## src/rtl/rtc_cal_pkg.sv

```systemverilog
`timescale 1ns/1ps
package rtc_cal_pkg;

    localparam int ADDR_W = 4;
    localparam int DATA_W = 8;

    typedef enum logic [ADDR_W-1:0] {
        A_SEC   = 4'd0,
        A_MIN   = 4'd1,
        A_HOUR  = 4'd2,
        A_DOW   = 4'd3,
        A_DATE  = 4'd4,
        A_MONTH = 4'd5,
        A_YEAR  = 4'd6,
        A_WREN  = 4'd7,
        A_CTRL  = 4'd8
    } reg_addr_e;

    localparam logic [5:0] SEC_LAST  = 6'd59;
    localparam logic [5:0] MIN_LAST  = 6'd59;
    localparam logic [4:0] HOUR_LAST = 5'd23;
    localparam logic [2:0] DOW_LAST  = 3'd7;
    localparam logic [3:0] MON_LAST  = 4'd12;
    localparam logic [6:0] YEAR_LAST = 7'd99;

    typedef struct packed {
        logic [6:0] year;
        logic [3:0] month;
        logic [4:0] date;
        logic [2:0] dow;
        logic [4:0] hour;
        logic [5:0] min;
        logic [5:0] sec;
    } cal_time_t;

    typedef struct packed {
        logic              valid;
        reg_addr_e         sel;
        logic [DATA_W-1:0] data;
    } field_wr_t;

    function automatic logic is_leap(input logic [6:0] yr);
        return (yr[1:0] == 2'b00);
    endfunction

    function automatic logic [4:0] month_len(input logic [3:0] mon, input logic [6:0] yr);
        logic [4:0] len;
        case (mon)
            4'd2:                       len = is_leap(yr) ? 5'd29 : 5'd28;
            4'd4, 4'd6, 4'd9, 4'd11:    len = 5'd30;
            default:                    len = 5'd31;
        endcase
        return len;
    endfunction

endpackage

```

## src/rtl/rtc_bus_ctrl.sv

```systemverilog
`timescale 1ns/1ps
module rtc_bus_ctrl
    import rtc_cal_pkg::*;
(
    input  logic              clk,
    input  logic              rst,
    input  logic              wr,
    input  logic [ADDR_W-1:0] addr,
    input  logic [DATA_W-1:0] wdata,
    output logic              armed,
    output field_wr_t         fwr,
    output logic              restart
);

    logic armed_q;
    logic is_field;

    assign is_field = (addr <= ADDR_W'(A_YEAR));

    always_ff @(posedge clk) begin
        if (rst) begin
            armed_q <= 1'b0;
        end else if (wr) begin
            armed_q <= (addr == ADDR_W'(A_WREN));
        end
    end

    always_comb begin
        fwr.valid = wr && armed_q && is_field;
        fwr.sel   = reg_addr_e'(addr);
        fwr.data  = wdata;
    end

    assign restart = wr && (addr == ADDR_W'(A_CTRL)) && wdata[0];
    assign armed   = armed_q;

endmodule

```

## src/rtl/rtc_prescaler.sv

```systemverilog
`timescale 1ns/1ps
module rtc_prescaler #(
    parameter int PRESCALE_DIV = 32768
) (
    input  logic clk,
    input  logic rst,
    input  logic restart,
    output logic tick
);

    localparam int CW = (PRESCALE_DIV > 2) ? $clog2(PRESCALE_DIV) : 1;
    localparam logic [CW-1:0] LAST = CW'(PRESCALE_DIV - 1);

    logic [CW-1:0] cnt_q;
    logic          at_last;

    assign at_last = (cnt_q == LAST);
    assign tick    = at_last && !restart;

    always_ff @(posedge clk) begin
        if (rst || restart || at_last) begin
            cnt_q <= '0;
        end else begin
            cnt_q <= cnt_q + CW'(1);
        end
    end

endmodule

```

## src/rtl/rtc_time_counter.sv

```systemverilog
`timescale 1ns/1ps
module rtc_time_counter
    import rtc_cal_pkg::*;
(
    input  logic      clk,
    input  logic      tick,
    input  field_wr_t fwr,
    output cal_time_t tm
);

    cal_time_t tm_q;
    cal_time_t nxt;

    always_comb begin
        logic c_sec, c_min, c_hour, c_date, c_mon;
        nxt    = tm_q;
        c_sec  = 1'b0;
        c_min  = 1'b0;
        c_hour = 1'b0;
        c_date = 1'b0;
        c_mon  = 1'b0;
        if (fwr.valid) begin
            case (fwr.sel)
                A_SEC:   nxt.sec   = fwr.data[5:0];
                A_MIN:   nxt.min   = fwr.data[5:0];
                A_HOUR:  nxt.hour  = fwr.data[4:0];
                A_DOW:   nxt.dow   = fwr.data[2:0];
                A_DATE:  nxt.date  = fwr.data[4:0];
                A_MONTH: nxt.month = fwr.data[3:0];
                A_YEAR:  nxt.year  = fwr.data[6:0];
                default: nxt       = tm_q;
            endcase
        end else if (tick) begin
            c_sec   = (tm_q.sec >= SEC_LAST);
            nxt.sec = c_sec ? 6'd0 : tm_q.sec + 6'd1;
            if (c_sec) begin
                c_min   = (tm_q.min >= MIN_LAST);
                nxt.min = c_min ? 6'd0 : tm_q.min + 6'd1;
            end
            if (c_min) begin
                c_hour   = (tm_q.hour >= HOUR_LAST);
                nxt.hour = c_hour ? 5'd0 : tm_q.hour + 5'd1;
            end
            if (c_hour) begin
                nxt.dow  = (tm_q.dow >= DOW_LAST) ? 3'd1 : tm_q.dow + 3'd1;
                c_date   = (tm_q.date >= month_len(tm_q.month, tm_q.year));
                nxt.date = c_date ? 5'd1 : tm_q.date + 5'd1;
            end
            if (c_date) begin
                c_mon     = (tm_q.month >= MON_LAST);
                nxt.month = c_mon ? 4'd1 : tm_q.month + 4'd1;
            end
            if (c_mon) begin
                nxt.year = (tm_q.year >= YEAR_LAST) ? 7'd0 : tm_q.year + 7'd1;
            end
        end
    end

    always_ff @(posedge clk) begin
        tm_q <= nxt;
    end

    assign tm = tm_q;

endmodule

```

## src/rtl/rtc_calendar.sv

```systemverilog
`timescale 1ns/1ps
module rtc_calendar
    import rtc_cal_pkg::*;
#(
    parameter int PRESCALE_DIV = 32768
) (
    input  logic              clk,
    input  logic              rst,
    input  logic              bus_wr,
    input  logic [ADDR_W-1:0] bus_addr,
    input  logic [DATA_W-1:0] bus_wdata,
    output logic [DATA_W-1:0] bus_rdata
);

    logic      armed;
    logic      restart;
    logic      tick;
    field_wr_t fwr;
    cal_time_t tm_q;

    rtc_bus_ctrl u_bus (
        .clk     (clk),
        .rst     (rst),
        .wr      (bus_wr),
        .addr    (bus_addr),
        .wdata   (bus_wdata),
        .armed   (armed),
        .fwr     (fwr),
        .restart (restart)
    );

    rtc_prescaler #(
        .PRESCALE_DIV (PRESCALE_DIV)
    ) u_presc (
        .clk     (clk),
        .rst     (rst),
        .restart (restart),
        .tick    (tick)
    );

    rtc_time_counter u_time (
        .clk  (clk),
        .tick (tick),
        .fwr  (fwr),
        .tm   (tm_q)
    );

    always_comb begin
        case (bus_addr)
            ADDR_W'(A_SEC):   bus_rdata = DATA_W'(tm_q.sec);
            ADDR_W'(A_MIN):   bus_rdata = DATA_W'(tm_q.min);
            ADDR_W'(A_HOUR):  bus_rdata = DATA_W'(tm_q.hour);
            ADDR_W'(A_DOW):   bus_rdata = DATA_W'(tm_q.dow);
            ADDR_W'(A_DATE):  bus_rdata = DATA_W'(tm_q.date);
            ADDR_W'(A_MONTH): bus_rdata = DATA_W'(tm_q.month);
            ADDR_W'(A_YEAR):  bus_rdata = DATA_W'(tm_q.year);
            default:          bus_rdata = '0;
        endcase
    end

endmodule

```

## config.mk

```make
export PLATFORM = sky130hd
export DESIGN_NAME = rtc_calendar
export DESIGN_NICKNAME = d
export VERILOG_FILES = /design/src/rtl/rtc_cal_pkg.sv /design/src/rtl/rtc_bus_ctrl.sv /design/src/rtl/rtc_prescaler.sv /design/src/rtl/rtc_time_counter.sv /design/src/rtl/rtc_calendar.sv
export SDC_FILE = /design/constraint.sdc
export NUM_CORES = 1
export LEC_CHECK = 0
export BUFFER_PORTS_ARGS = -buffer_cell sky130_fd_sc_hd__buf_4
export CAP_MARGIN = 25
export CORE_UTILIZATION = 36
export DETAILED_ROUTE_END_ITERATION = 16
export GPL_TIMING_DRIVEN = 0
export HOLD_SLACK_MARGIN = 0.1
export REMOVE_ABC_BUFFERS = 1
export SLEW_MARGIN = 20
export SYNTH_ARGS = -nofsm -noshare
export SYNTH_HDL_FRONTEND = slang
export SYNTH_SLANG_ARGS = --single-unit
```

## constraint.sdc

```tcl
create_clock -name clk -period 2.8 [get_ports clk]
set_input_delay 0.42 -clock clk [delete_from_list [all_inputs] [get_ports clk]]
set_output_delay 0.42 -clock clk [all_outputs]
set_load 0.01 [all_outputs]
```

## Yosys cells after proc, flatten, opt, wreduce, memory -nomap -nowiden

Cells that the tools add are included.

| word-level totals | value |
|---|---|
| flip-flop bits (word level) | 52 |
| latch bits | 0 |
| RAM bits | 0 |
| memory bits (read-only) | 0 |
| bits of input ports | 15 |
| output and inout bits | 8 |
| logic and storage cells | 109 |
| memories | 0 |

| cells by class | value |
|---|---|
| add/subtract/negate cells | 8 |
| $mul | 0 |
| divide/modulo/power cells | 0 |
| $lt $le $gt $ge | 8 |
| equality and inequality tests | 21 |
| shift-type cells | 0 |
| mux-type cells | 39 |
| bitwise logic cells | 0 |
| reduce and logical (&&, ||, !) cells | 24 |

Operators with widths:

| kind | number |
|---|---|
| two-way mux 36 bit | 2 |
| case mux 7 bit (7 select lines) | 1 |
| two-way mux 5 bit | 8 |
| two-way mux 6 bit | 5 |
| == test 4 x 3 -> 1 bit (second input constant) | 6 |
| two-way mux 7 bit | 3 |
| AND reduction 3 bit | 6 |
| adder 15 x 1 -> 15 bit (second input constant) | 1 |
| == test 15 bit (second input constant) | 1 |
| inequality test 2 x 1 -> 1 bit (second input constant) | 7 |
| two-way mux 1 bit | 13 |
| adder 6 x 1 -> 6 bit (second input constant) | 2 |
| == test 4 x 2 -> 1 bit (second input constant) | 3 |
| == test 4 bit (second input constant) | 3 |
| greater-or-equal comparator 6 bit (second input constant) | 2 |
| two-way mux 4 bit | 3 |
| nonzero test 2 bit | 6 |
| adder 5 x 1 -> 5 bit (second input constant) | 2 |
| case mux 5 bit (2 select lines) | 1 |
| two-way mux 8 bit | 1 |
| adder 7 x 1 -> 7 bit (second input constant) | 1 |
| greater-or-equal comparator 7 bit (second input constant) | 1 |
| two-way mux 3 bit | 2 |
| greater-or-equal comparator 5 bit | 1 |
| other kinds (14) | 19 |

## Longest topological paths before layout

| depth | value |
|---|---|
| depth in word-level cells | 23 |
| gate-level depth with buffers | 10 |

## By module

A second synthesis with hierarchy kept.

| second synthesis, totals | value |
|---|---|
| cell total of the unflattened synthesis | 339 |
| area, all modules | 3329.4 um^2 |

By module, submodules not included:

| module | times used | cells an instance | area an instance (um^2) | seq. area each (um^2) |
|---|---|---|---|---|
| rtc_time_counter | 1 | 190 | 2087.0 | 1081.0 |
| rtc_prescaler | 1 | 72 | 650.6 | 300.3 |
| rtc_calendar | 1 | 57 | 420.4 | 0.0 |
| rtc_bus_ctrl | 1 | 20 | 171.4 | 20.0 |

## Least setup slack after synthesis

No wires, ideal clock.

| timing | value |
|---|---|
| path type | flip-flop to flip-flop |
| start | register u_time.tm[25] (netlist name) |
| end | register u_time.tm[29] (netlist name) |
| data arrival time | 2055 ps |
| slack | 364 ps |
| cell stages (with the launch flop) | 11 |
| buffers on the path | 0 |
| cell sequence | edfxtp_1 > inv_1 > ha_1 > o21ai_0 > a21oi_1 > nor2b_1 > ha_1 > nand2b_1 > a21o_1 > nand4b_1 > o21ai_0 |

| on the way | value |
|---|---|
| longest elaborated chain between the ends | 15 |
| elaborated cells between the ends (all ways) | 20 |

RTL lines:

| item | line | RTL |
|---|---|---|
| == test 4 x 3 -> 1 bit / == test 4 bit (equally long branches) | rtc_cal_pkg.sv:48 | `case (mon)` |
| OR reduction 4 bit | rtc_cal_pkg.sv:48 |  |
| case mux 5 bit (2 select lines) | rtc_cal_pkg.sv:48 |  |
| two-way mux 5 bit | rtc_time_counter.sv:44 | `if (c_hour) begin` |
| two-way mux 5 bit | rtc_time_counter.sv:33 | `end else if (tick) begin` |
| two-way mux 5 bit | rtc_time_counter.sv:22 | `if (fwr.valid) begin` |
| greater-or-equal comparator 5 bit | rtc_time_counter.sv:46 | `c_date = (tm_q.date >= month_len(tm_q.month, tm_q.year));` |
| two-way mux 1 bit | rtc_time_counter.sv:44 |  |
| two-way mux 1 bit | rtc_time_counter.sv:33 |  |
| two-way mux 1 bit | rtc_time_counter.sv:22 |  |
| two-way mux 1 bit (*) | rtc_time_counter.sv:49 | `if (c_date) begin` |
| two-way mux 1 bit (*) | rtc_time_counter.sv:33 |  |
| two-way mux 1 bit (*) | rtc_time_counter.sv:22 |  |
| nonzero test 2 bit (no source line) (*) | n/a |  |
| AND reduction 3 bit (no source line) (*) | n/a |  |

Every way passes the cells marked *; elsewhere a longest branch is shown, timed or not. The select of a mux whose other input is x is not followed.
A chain may end at the register's enable or synchronous reset.

## Final worst setup path

| timing | value |
|---|---|
| start | register u_time.tm[29] (netlist name) |
| end | register u_time.tm[25] (netlist name) |

| on the way | value |
|---|---|
| longest elaborated chain between the ends | 12 |

RTL lines:

| item | line | RTL |
|---|---|---|
| logical NOT 2 bit | rtc_cal_pkg.sv:43 | `return (yr[1:0] == 2'b00);` |
| two-way mux 1 bit | rtc_cal_pkg.sv:49 | `4'd2: len = is_leap(yr) ? 5'd29 : 5'd28;` |
| case mux 5 bit (2 select lines) | rtc_cal_pkg.sv:48 |  |
| two-way mux 5 bit | rtc_time_counter.sv:44 |  |
| two-way mux 5 bit | rtc_time_counter.sv:33 |  |
| two-way mux 5 bit | rtc_time_counter.sv:22 |  |
| greater-or-equal comparator 5 bit | rtc_time_counter.sv:46 |  |
| two-way mux 1 bit | rtc_time_counter.sv:44 |  |
| two-way mux 1 bit | rtc_time_counter.sv:33 |  |
| two-way mux 1 bit | rtc_time_counter.sv:22 |  |
| nonzero test 2 bit (no source line) | n/a |  |
| AND reduction 3 bit (no source line) | n/a |  |

No other way between the ends. The select of a mux whose other input is x is not followed.

==> results.ini <==
[outcome]
status = finished, final reports clean

[sta]
fin_crit_ns = 2.55
max_freq_mhz = 393
setup_ws_ns = 0.253
hold_viol = 0
setup_viol = 0
worst_pin_slew_ns = 0.928
finalCritPeriodShare = 0.910
max_slew_margin = 0.375
rsz0062_at_grt = false
clock_skew_ns = 0.0216
report.final.slew_viol_count = 0

[logic_synthesis]
synth_simple_gate_area_frac = 0.207
synth_edf_count = 36
synth_top_family_by_area = simple AND/OR/NAND/NOR gates
synth_xor_area_frac = 0.0791
yosys.area.top_type_share = 0.337
synthCells = 337
synth_ff_type = edfxtp_1
synth_common_cells = o21ai_0 (38), edfxtp_1 (36), nand2_1 (30), nor2_1 (28), nand3_1 (27)
synth_fa_ha_area_frac = 0.0585
ys_types = 51
synth_compound_area_frac = 0.150
async_flop_share = 0
yosys_warnings = 0
yosysTopAreaCell = edfxtp_1
avgSynthCellArea_sq_um = 9.53
ys_ff_latch = 52
ys_seq_area_frac = 0.436
syn_area_sq_um = 3210
synthMostInstantiatedCell = o21ai_0
synthTopCellsByArea = edfxtp_1 (34%), dfxtp_1 (10%), o21ai_0 (5.9%), ha_1 (5.8%), xnor2_1 (4.9%)
muxShareOfSynthArea = 0.0323

[clock_tree]
cts_hold_buf = 0
cts_tree = yes
clk_pin_slew_worst_paths_ns = 0.11
clk_latency_ns = 0.31
clock_path_buffers = 2
clk_root_buffer_cell = clkbuf_8
post_cts_buffers = 0
cts_num_sinks = 52
htree_levels = 2
numCtsBuffers = 5

[layout]
final_nets = 384
layout-drive-gt1-share = 0.113
syn_to_final_growth_pct = 11.2
final_util = 0.411
nFillCells = 863
diodes = 0

[global_routing]
grt-ovfl-total = 0
grt_usage = 0.172
grt_pass1_wl_um = 12200
grt_pass1_vias = 2408
antenna_found_initial = 0
grt_max_degree = 21

[floorplan]
num_rows = 34
fp.dieW_um = 96.4
die_y_um = 96.4
start_util = 0.370
ioPinCount = 23
coreArea_sq_um = 8680
die_area_sq_um = 9300

[setup_path]
max_stage_delay_ns = 0.49
cp_max_fo = 6
arrival_ns = 2.49
critPathRequiredTime_ns = 2.74
cp-start-kind = flip-flop
path_buf_inv = 1
cp-end-kind = flip-flop
slowest_stage = o21ai_0
cpLargestDelayFamily = compound AO/OA/AOI/OAI gates
worstPathCellList = inv_1 > ha_1 > nand2b_1 > a21oi_1 > nor2b_1 > ha_1 > nand2b_1 > a21o_1 > nand3_1 > o21ai_0
criticalPathCategory = flip-flop to flip-flop

[placed_design]
gp_congestion = 0.822
pre_cts_ws_ns = -0.177
dpl.hpwl_um = 5580
io_buffers = 20

[detailed_routing]
vias_per_cell = 5.54
wl_met3_um = 377
first_iter_violations = 116
drt-total-wl_um = 7740
top_layer = met4
dr.pass1.iters = 4
wl_met2_um = 3480
vias = 2565
drtAntennaViolNets = 0
drt-met1-wl_um = 3790
drc = 0
wl_per_cell_um = 16.7

[pwr]
pwr_density_cell_nw_per_um2 = 392
vdd_drop_max_mv = 0.267
p_leak_nw = 1.30

[job]
max_cap_viol_count = 0

[hold_path]
hold_class = input port to flip-flop

==> layout make-up <==
cell class	instances	area, sq um	area share
flip-flops and latches	52	1400	0.393
repair buffers	21	165	0.0463
clock inverters	1	5.00	0.00140
clock buffers	7	101	0.0284
well taps	108	135	0.0379
multi-input cells	260	1710	0.479
inverters	14	52.6	0.0147
==> sequential cells by signal, summed over array words and instances (netlist names) <==
register	flops
u_presc.cnt_q	15
u_time.tm	36
u_bus.armed	1
==> placed cells by master (no fill, tap or decap), drive strengths merged, types with 11 or more instances in the layout <==
cell type and instances:
dfxtp 16, nor2 28, ha 15, o21ai 38, edfxtp 36, buf 21
nand3 28, xnor2 18, nand2 30, inv 14, xor2 11
==> routing by layer <==
layer  track usage  up-vias
met5             0        -
met1         0.237     1229
met3        0.0336        6
met2         0.277       62
li1              -     1268
met4        0.0404        0
==> power breakdown <==
part           internal, mW  switching (mW)  total (mW)
logic                0.0393          0.0508      0.0900
registers             0.815         0.00426       0.819
clock network         0.240           0.251       0.491
total                  1.09           0.306        1.40
==> what timing repair did <==
action | CTS | global route
endpoints found under the setup margin | 7 | 7
pin swaps | 0 | 0
resized for setup | 1 | 1
==> cell families after synthesis <==
group	Yosys count
compound gates	77
xor+xnor	29
fa+ha+maj	15
buf+inv	25
flops	52
mux	10
other cells	1
simple gates	128
==> through the flow <==
stage	area, sq um	TNS (ns)	total power [mW]	hold slack (ns)	instances
3_5_place_dp	3460	-1.24	0.926	0.453	455
4_1_cts	3570	0	1.41	0.272	463
2_1_floorplan	3150	0	0.877	0.426	326
6_report	3570	0	1.40	0.282	463
3_3_place_gp	3430	-4.87	0.923	0.439	454
5_1_grt	3570	0	1.45	0.275	463
==> path summary, 6_finish.rpt <==
path / startpoint / endpoint / slack (ns) / depth (start not counted)
max: u_time.tm[29] / u_time.tm[25] / 0.25 / 10
min: rst / u_bus.armed / 0.28 / 2
max reg2reg: u_time.tm[29] / u_time.tm[25] / 0.25 / 10
min reg2reg: u_bus.armed / u_bus.armed / 0.48 / 2
Power figures use the tool's default switching activity.
